==> src/rtl/bts_pkg.sv <==
package bts_pkg;

    // bit 1: address moves downward, bit 0: step before access
    typedef enum logic [1:0] {
        BTS_INC_AFTER  = 2'b00,
        BTS_INC_BEFORE = 2'b01,
        BTS_DEC_AFTER  = 2'b10,
        BTS_DEC_BEFORE = 2'b11
    } bts_mode_e;

    // stack discipline aliases for pops
    localparam bts_mode_e BTS_POP_FULL_DOWN  = BTS_INC_AFTER;
    localparam bts_mode_e BTS_POP_EMPTY_DOWN = BTS_INC_BEFORE;
    localparam bts_mode_e BTS_POP_FULL_UP    = BTS_DEC_AFTER;
    localparam bts_mode_e BTS_POP_EMPTY_UP   = BTS_DEC_BEFORE;

    typedef enum logic {
        BTS_IDLE = 1'b0,
        BTS_RUN  = 1'b1
    } bts_state_e;

endpackage

==> src/rtl/bts_popcount.sv <==
module bts_popcount #(
    parameter int W  = 16,
    parameter int CW = $clog2(W + 1)
) (
    input  logic [W-1:0]  vec_i,
    output logic [CW-1:0] count_o
);
    always_comb begin
        count_o = '0;
        for (int i = 0; i < W; i++) begin
            count_o = count_o + CW'(vec_i[i]);
        end
    end
endmodule

==> src/rtl/bts_lowest.sv <==
module bts_lowest #(
    parameter int W  = 16,
    parameter int IW = $clog2(W)
) (
    input  logic [W-1:0]  mask_i,
    output logic [IW-1:0] idx_o,
    output logic [W-1:0]  rest_o
);
    // scan from the top so the lowest set bit wins
    always_comb begin
        idx_o = '0;
        for (int i = W - 1; i >= 0; i--) begin
            if (mask_i[i]) begin
                idx_o = IW'(i);
            end
        end
    end

    assign rest_o = mask_i & (mask_i - W'(1));
endmodule

==> src/rtl/bts_addr_plan.sv <==
module bts_addr_plan
    import bts_pkg::*;
#(
    parameter int AW         = 32,
    parameter int CW         = 5,
    parameter int WORD_BYTES = 4
) (
    input  logic [AW-1:0] base_i,
    input  logic [CW-1:0] count_i,
    input  bts_mode_e     mode_i,
    output logic [AW-1:0] first_o,
    output logic [AW-1:0] wb_o
);
    localparam logic [AW-1:0] STEP = AW'(WORD_BYTES);

    logic [AW-1:0] span;

    always_comb begin
        span = AW'(count_i) * STEP;
        unique case (mode_i)
            BTS_INC_AFTER:  first_o = base_i;
            BTS_INC_BEFORE: first_o = base_i + STEP;
            BTS_DEC_AFTER:  first_o = base_i - span + STEP;
            default:        first_o = base_i - span;
        endcase
        wb_o = mode_i[1] ? (base_i - span) : (base_i + span);
    end
endmodule

==> src/rtl/blk_xfer_seq.sv <==
module blk_xfer_seq
    import bts_pkg::*;
#(
    parameter int ADDR_W     = 32,
    parameter int LIST_W     = 16,
    parameter int WORD_BYTES = 4
) (
    input  logic                      clk,
    input  logic                      rst_n,
    input  logic                      start_i,
    input  logic [ADDR_W-1:0]         base_i,
    input  logic [LIST_W-1:0]         list_i,
    input  logic [1:0]                mode_i,
    input  logic                      wback_i,
    output logic                      busy_o,
    output logic                      beat_valid_o,
    output logic [ADDR_W-1:0]         beat_addr_o,
    output logic [$clog2(LIST_W)-1:0] beat_reg_o,
    output logic                      beat_last_o,
    output logic                      done_o,
    output logic                      wb_valid_o,
    output logic [ADDR_W-1:0]         wb_base_o
);
    localparam int IDX_W = $clog2(LIST_W);
    localparam int CNT_W = $clog2(LIST_W + 1);
    localparam logic [ADDR_W-1:0] STEP = ADDR_W'(WORD_BYTES);

    typedef struct packed {
        bts_state_e        st;
        logic [LIST_W-1:0] mask;
        logic [ADDR_W-1:0] addr;
        logic [ADDR_W-1:0] wb_addr;
        logic              wb_en;
        logic              done;
        logic              wb_valid;
    } seq_t;

    seq_t seq_d, seq_q;

    logic [CNT_W-1:0]  sel_count;
    logic [ADDR_W-1:0] plan_first;
    logic [ADDR_W-1:0] plan_wb;
    logic [IDX_W-1:0]  cur_idx;
    logic [LIST_W-1:0] mask_rest;

    bts_popcount #(.W(LIST_W), .CW(CNT_W)) u_count (
        .vec_i   (list_i),
        .count_o (sel_count)
    );

    bts_addr_plan #(.AW(ADDR_W), .CW(CNT_W), .WORD_BYTES(WORD_BYTES)) u_plan (
        .base_i  (base_i),
        .count_i (sel_count),
        .mode_i  (bts_mode_e'(mode_i)),
        .first_o (plan_first),
        .wb_o    (plan_wb)
    );

    bts_lowest #(.W(LIST_W), .IW(IDX_W)) u_pick (
        .mask_i (seq_q.mask),
        .idx_o  (cur_idx),
        .rest_o (mask_rest)
    );

    always_comb begin
        seq_d          = seq_q;
        seq_d.done     = 1'b0;
        seq_d.wb_valid = 1'b0;
        unique case (seq_q.st)
            BTS_IDLE: begin
                if (start_i) begin
                    seq_d.mask    = list_i;
                    seq_d.addr    = plan_first;
                    seq_d.wb_addr = plan_wb;
                    seq_d.wb_en   = wback_i;
                    if (list_i == '0) begin
                        seq_d.done = 1'b1;
                    end else begin
                        seq_d.st = BTS_RUN;
                    end
                end
            end
            default: begin
                seq_d.mask = mask_rest;
                seq_d.addr = seq_q.addr + STEP;
                if (mask_rest == '0) begin
                    seq_d.st       = BTS_IDLE;
                    seq_d.done     = 1'b1;
                    seq_d.wb_valid = seq_q.wb_en;
                end
            end
        endcase
    end

    always_ff @(posedge clk or negedge rst_n) begin
        if (!rst_n) begin
            seq_q <= '0;
        end else begin
            seq_q <= seq_d;
        end
    end

    assign busy_o       = (seq_q.st == BTS_RUN);
    assign beat_valid_o = (seq_q.st == BTS_RUN);
    assign beat_addr_o  = seq_q.addr;
    assign beat_reg_o   = cur_idx;
    assign beat_last_o  = (seq_q.st == BTS_RUN) && (mask_rest == '0);
    assign done_o       = seq_q.done;
    assign wb_valid_o   = seq_q.wb_valid;
    assign wb_base_o    = seq_q.wb_addr;

endmodule

==> config.mk <==
export PLATFORM = sky130hd
export DESIGN_NAME = blk_xfer_seq
export DESIGN_NICKNAME = d
export VERILOG_FILES = /design/src/rtl/bts_pkg.sv /design/src/rtl/bts_popcount.sv /design/src/rtl/bts_lowest.sv /design/src/rtl/bts_addr_plan.sv /design/src/rtl/blk_xfer_seq.sv
export SDC_FILE = /design/constraint.sdc
export NUM_CORES = 1
export LEC_CHECK = 0
export BUFFER_PORTS_ARGS = -buffer_cell sky130_fd_sc_hd__buf_4
export CAP_MARGIN = 25
export CORE_AREA = 2 2 133 135
export CTS_BUF_LIST = sky130_fd_sc_hd__clkbuf_2 sky130_fd_sc_hd__clkbuf_4 sky130_fd_sc_hd__clkbuf_8
export DETAILED_ROUTE_END_ITERATION = 8
export DIE_AREA = 0 0 135 137
export MAX_ROUTING_LAYER = met4
export PLACE_DENSITY = 0.76
export SLEW_MARGIN = 10
export SYNTH_ARGS = -nofsm -noshare
export SYNTH_HDL_FRONTEND = slang
export SYNTH_HIERARCHICAL = 1
export SYNTH_SLANG_ARGS = --single-unit
==> constraint.sdc <==
create_clock -name clk -period 3.6 [get_ports clk]
set_input_delay 0.72 -clock clk [delete_from_list [all_inputs] [get_ports clk]]
set_output_delay 0.72 -clock clk [all_outputs]
set_load 0.03 [all_outputs]
======== Word level (Yosys, flattened, before mapping) ========
Cells that the tools add are included.
cells by class
  bitwise logic cells ..................... 2
  muxes and demuxes ....................... 26
  add/subtract/negate cells ............... 21
  reductions and logical operators ........ 6
  equality and inequality tests ........... 2
operator list
  cell                                                 number
  adder 32 x 3 -> 32 bit (second input constant)       3
  one-hot mux 32 bit (3 select lines)                  1
  2-to-1 mux 83 bit                                    1
  adder 5 x 1 -> 5 bit                                 14
  2-to-1 mux 4 bit                                     16
  2-to-1 mux 49 bit                                    1
  adder 32 x 7 -> 32 bit                               1
  zero test 16 bit                                     2
  2-to-1 mux 32 bit                                    1
  subtractor 32 x 7 -> 32 bit                          1
  AND 16 bit                                           1
  subtractor 16 x 1 -> 16 bit (second input constant)  1
  2-to-1 mux 1 bit                                     5
  adder 1 x 1 -> 2 bit                                 1
  == test 2 x 1 -> 1 bit (second input constant)       1
  == test 2 bit (second input constant)                1
  zero test 2 bit                                      1
  2-to-1 mux 2 bit                                     1
  AND reduction 2 bit                                  1
  nonzero test 2 bit                                   1
  logical AND 1 bit                                    1
  inverter 1 bit                                       1
word-level totals
  input bits .............................. 54
  word-level logic and storage cells ...... 64
  output and inout port bits .............. 73
  bits in registers ....................... 84

======== Longest topological paths before layout ========
  depth after elaboration ................. 20
  mapped depth ............................ 29
  mapped depth without buffers ............ 27

======== Modules after synthesis ========
The synthesis kept the hierarchy.
modules (own cells, without submodules)
  module         instances  cells each  seq. area each (um^2)  area each (um^2)
  blk_xfer_seq   1          459         2,102.0                4,677.0
  bts_addr_plan  1          559         0.0                    3,707.3
  bts_popcount   1          52          0.0                    481.7
  bts_lowest     1          50          0.0                    317.8

======== Worst setup path before layout ========
OpenSTA, ideal clock, no wires.
  path kind ............................... input -> register
  from .................................... input port list_i[0]
  to ...................................... register seq_q (netlist bit beat_addr_o[29])
  path slack .............................. -3.351 ns
  buffers on the path ..................... 1
  cell stages on the path ................. 26
  library setup time ...................... 0.141 ns
  required time ........................... 3.459 ns
  arrival ................................. 6.810 ns
  cells stage by stage .................... fa_1 -> ha_1 -> inv_1 -> fa_1 -> fa_1 -> fa_1 -> fa_1 -> fa_1 -> inv_1 -> a21oi_1 -> o21bai_1 -> inv_1 -> ha_1 -> buf_2 -> a21boi_0 -> nand4_2 -> nor2_1 -> nor2_1 -> nor3_2 -> nand4_4 -> nor3b_2 -> xnor2_1 -> o221ai_1 -> mux2_2 -> nor2_1 -> a31oi_1
between the ends
  word-level cells in the longest chain between the ends .. 20
RTL lines
  item                                   RTL line                                  source
  from (decl)                            blk_xfer_seq.sv:12                        input logic [LIST_W-1:0] list_i,
  adder 1 x 1 -> 2 bit *                 bts_popcount.sv:11                        count_o = count_o + CW'(vec_i[i]);
  adder 5 x 1 -> 5 bit * (14 in series)  bts_popcount.sv:11
  via sel_count[4]                       blk_xfer_seq.sv:40                        logic [CNT_W-1:0] sel_count;
  subtractor 32 x 7 -> 32 bit *          bts_addr_plan.sv:23, bts_addr_plan.sv:24
  adder 32 x 3 -> 32 bit                 bts_addr_plan.sv:23                       BTS_DEC_AFTER: first_o = base_i - span + STEP;
  one-hot mux 32 bit (3 select lines) *  bts_addr_plan.sv:20                       unique case (mode_i)
  via plan_first[29]                     blk_xfer_seq.sv:41                        logic [ADDR_W-1:0] plan_first;
  2-to-1 mux 83 bit *                    blk_xfer_seq.sv:71                        if (start_i) begin
  2-to-1 mux 49 bit *                    blk_xfer_seq.sv:69                        unique case (seq_q.st)
  to (signal assigned)                   blk_xfer_seq.sv:99                        seq_q <= seq_d;
  to (decl)                              blk_xfer_seq.sv:38                        seq_t seq_d, seq_q;
The timed path passes the listed nets; every way through them passes the cells marked *. The select of a mux whose other input is x is not followed.
A chain may end at the register's enable or synchronous reset.

======== Final worst setup path ========
  from .................................... input port list_i[0]
  to ...................................... register seq_q (netlist bit beat_addr_o[25])
Same word-level chain as after synthesis.

==> impl_metrics.json <==
{
  "fmax_mhz": 145,
  "crit_path_end_kind": "flop",
  "fp.dieH_um": 137,
  "path_common_cell": "fa_1",
  "slew-limit-headroom_pct": 47.7,
  "syn_area_per_cell_um2": 8.20,
  "syn_inst": 1120,
  "worstMarginPinSlew_ns": 0.783,
  "dpl.hpwl_mm": 20.6,
  "slowest_stage": "or4_4",
  "htree_levels": 3,
  "hold_class": "input pin to asynchronous set/reset pin",
  "critPathMaxFanout": 6,
  "nNetsFinal": 1425,
  "grt_pass1_vias": 9015,
  "num_vias": 9627,
  "final_core_util_pct": 76.1,
  "insertion_delay_ns": 0.41,
  "syn-num-nets": 1211,
  "yosys.cell_types.count": 90,
  "cts_sinks": 84,
  "violations": "setup timing",
  "dpl-instance-area_mm2": 0.0112,
  "cts_buffer_depth": 2,
  "first_iter_violations": 1145,
  "synth_area_mm2": 0.00918,
  "fin_ws_ns": -3.27,
  "yosysWarnings": 6,
  "setup_violations": 61,
  "period_minus_slack_ns": 6.87,
  "coreArea_mm2": 0.0171,
  "synth_edf_count": 0,
  "critPathKind": "input pin to flop",
  "viasPerCell": 6.16,
  "finalCritPeriodShare_pct": 191,
  "rows": 48,
  "clk_pin_slew_worst_paths_ns": 0.10,
  "cts_buffers": 9,
  "cts_tree": "yes",
  "ir_drop_mv": 0.889,
  "grt_max_degree": 70,
  "rsz0062_at_grt": "true",
  "cap_violations": 0,
  "synthArstFlopShare_pct": 100,
  "pin_count": 127,
  "drt-pass1-iter-count": 6,
  "p_leak_nw": 5.43,
  "routed_wl_mm": 31.8,
  "yosysSeqAreaShare_pct": 22.9,
  "die_x_um": 135,
  "start_util_pct": 53.8,
  "hold_viol_final": 0,
  "yosys_most_used_dff": "dfrtp_1",
  "final_area_mm2": 0.0130,
  "finClkSkew_ns": 0.0255,
  "grtUsageTotal_pct": 32.2,
  "drc": 0,
  "final_layout_size_suffix_gt1_share_pct": 45.9,
  "port_buffers": 126,
  "slew_violations": 0,
  "powerDensity_mw_per_mm2": 839,
  "antenna_found_initial": 0,
  "die-area_mm2": 0.0185,
  "grt_first_pass_wirelength_mm": 46.3,
  "crit_required_ns": 3.86,
  "syn2layout_area_growth_pct": 41.3,
  "avgRoutedWirePerCell_um": 20.3,
  "crit_arrival_ns": 7.13,
  "grt_overflow_total": 0,
  "ant_nets": 0,
  "ys_seq_elements": 84,
  "place_congestion": 0.961,
  "antenna-diode-count": 0,
  "start_kind": "input pin",
  "max_stage_delay_ns": 0.56,
  "cts_root_buf": "clkbuf_8",
  "status": "complete, but fails checks"
}
[sequential cells by signal (all words and copies together), names as in the netlist]
name          flops
seq_q            17
wb_base_o        32
wb_valid_o        1
beat_valid_o      1
done_o            1
beat_addr_o      32
[cells in the mapped netlist, drive strengths merged, types with 4 or more instances]
master | instances | share of area (%)
a21boi | 5 | 0.41
nor2 | 60 | 2.5
nand3 | 31 | 1.7
nor2b | 37 | 2.5
and4 | 5 | 0.48
xor2 | 42 | 4.0
a31oi | 24 | 1.6
a22oi | 6 | 0.49
dfrtp | 84 | 23
mux2i | 25 | 2.7
or3 | 14 | 1.0
nand4 | 20 | 1.8
mux2 | 38 | 4.7
nand3b | 5 | 0.41
o21bai | 5 | 0.41
nor4 | 25 | 2.4
nand2 | 109 | 4.5
or4 | 14 | 1.3
o31ai | 13 | 1.2
inv | 50 | 2.0
a21oi | 42 | 2.3
o21ai | 51 | 2.8
buf | 88 | 6.9
o21a | 5 | 0.41
a211oi | 29 | 2.4
nor3 | 29 | 1.9
ha | 24 | 3.3
and2 | 9 | 0.64
a221oi | 4 | 0.45
clkbuf | 60 | 2.5
a32oi | 4 | 0.38
nand2b | 8 | 0.63
fa | 13 | 2.8
nor3b | 4 | 0.38
o221ai | 17 | 1.7
xnor2 | 69 | 6.6
and3 | 9 | 0.63
o22ai | 6 | 0.41
[path summary, 6_finish.rpt]
check | from | endpoint | slack (ns) | cells past startpoint
setup / recovery | list_i[0] | beat_addr_o[25]$_DFFE_PN0P_ | -3.27 | 26
hold / removal | rst_n | beat_addr_o[23]$_DFFE_PN0P_ | 0.28 | 1
setup reg to reg | seq_q[70]$_DFFE_PN0P_ | wb_valid_o$_DFF_PN0_ | 0.53 | 11
hold reg to reg | seq_q[2]$_DFFE_PN0P_ | wb_valid_o$_DFF_PN0_ | 0.52 | 1
max in group asynchronous | rst_n | beat_valid_o$_DFF_PN0_ | 2.64 | 2
min in group clk | seq_q[2]$_DFFE_PN0P_ | wb_valid_o$_DFF_PN0_ | 0.52 | 1
[critical path: cells and delay by family]
kind	cells	cell delay (ns)
AO/OA/AOI/OAI	7	1.41
XOR/XNOR	1	0.14
adder cells (fa/ha/maj)	8	3.16
buffers and inverters	5	0.48
AND/OR/NAND/NOR	5	1.22
[what timing repair did]
| action | CTS | global route |
|---|---|---|
| pin swaps | 58 | 58 |
| hold buffers | 0 | 0 |
| endpoints found under the setup margin | 61 | 61 |
| gates resized for setup | 132 | 124 |
| setup buffers | 22 | 22 |
[logic make-up (layout without fill, tap and decap cells)]
logic type,count (synthesis),after routing,share of synthesized area (%)
buf+inv,199,418,11.4
simple gates,389,389,23.9
compound gates,236,236,17.7
other cells,1,1,0.0408
xor+xnor,111,111,10.6
fa+ha+maj,37,37,6.10
flops,84,84,22.9
mux,63,63,7.38
[where the power goes]
group | internal [W] | switching, W
sequential | 0.00138 | 0.000518
combinational | 0.00394 | 0.00438
clock | 0.000265 | 0.000411
total | 0.00558 | 0.00531
[layout make-up]
type | count | area, um2
Clock inverter | 6 | 46.3
Fill cell | 1117 | 4080
Sequential cell | 84 | 2100
Timing Repair Buffer | 351 | 2870
Clock buffer | 10 | 131
Inverter | 51 | 200
Multi-Input combinational cell | 837 | 7340
Tap cell | 225 | 282
[layer usage]
layer	GRT usage [%]	up-vias	share of wire (%)	wire [um]
met1	43.3	4651	42	13500
met3	4.93	127	7.4	2360
met5	-	-	0	0
met2	50.3	501	46	14700
met4	10.0	0	4.0	1270
li1	-	4348	-	-
[placed cells by master, fill, tap and decap left out, drive strengths merged, types with 31 or more instances in the layout]
cell type	n
nand3	31
xor2	42
mux2	38
inv	52
buf	351
o21ai	51
dfrtp	84
nor2	60
a21oi	42
nor2b	37
xnor2	69
nand2	109
[per-stage QoR]
stage / total power [W] / hold WS [ns] / setup TNS (ns) / worst slack, ns / std cells
floorplan: 0.00638 / 0.424 / -143.60 / -3.21 / 1120
global placement: 0.00814 / 0.458 / -170.10 / -3.61 / 1510
detailed placement: 0.00831 / 0.487 / -176.32 / -3.75 / 1510
CTS: 0.00991 / 0.512 / -142.74 / -3.06 / 1545
global route: 0.0114 / 0.313 / -156.32 / -3.37 / 1564
finish: 0.0109 / 0.275 / -149.52 / -3.27 / 1564
(Power assumes the default switching activity.)
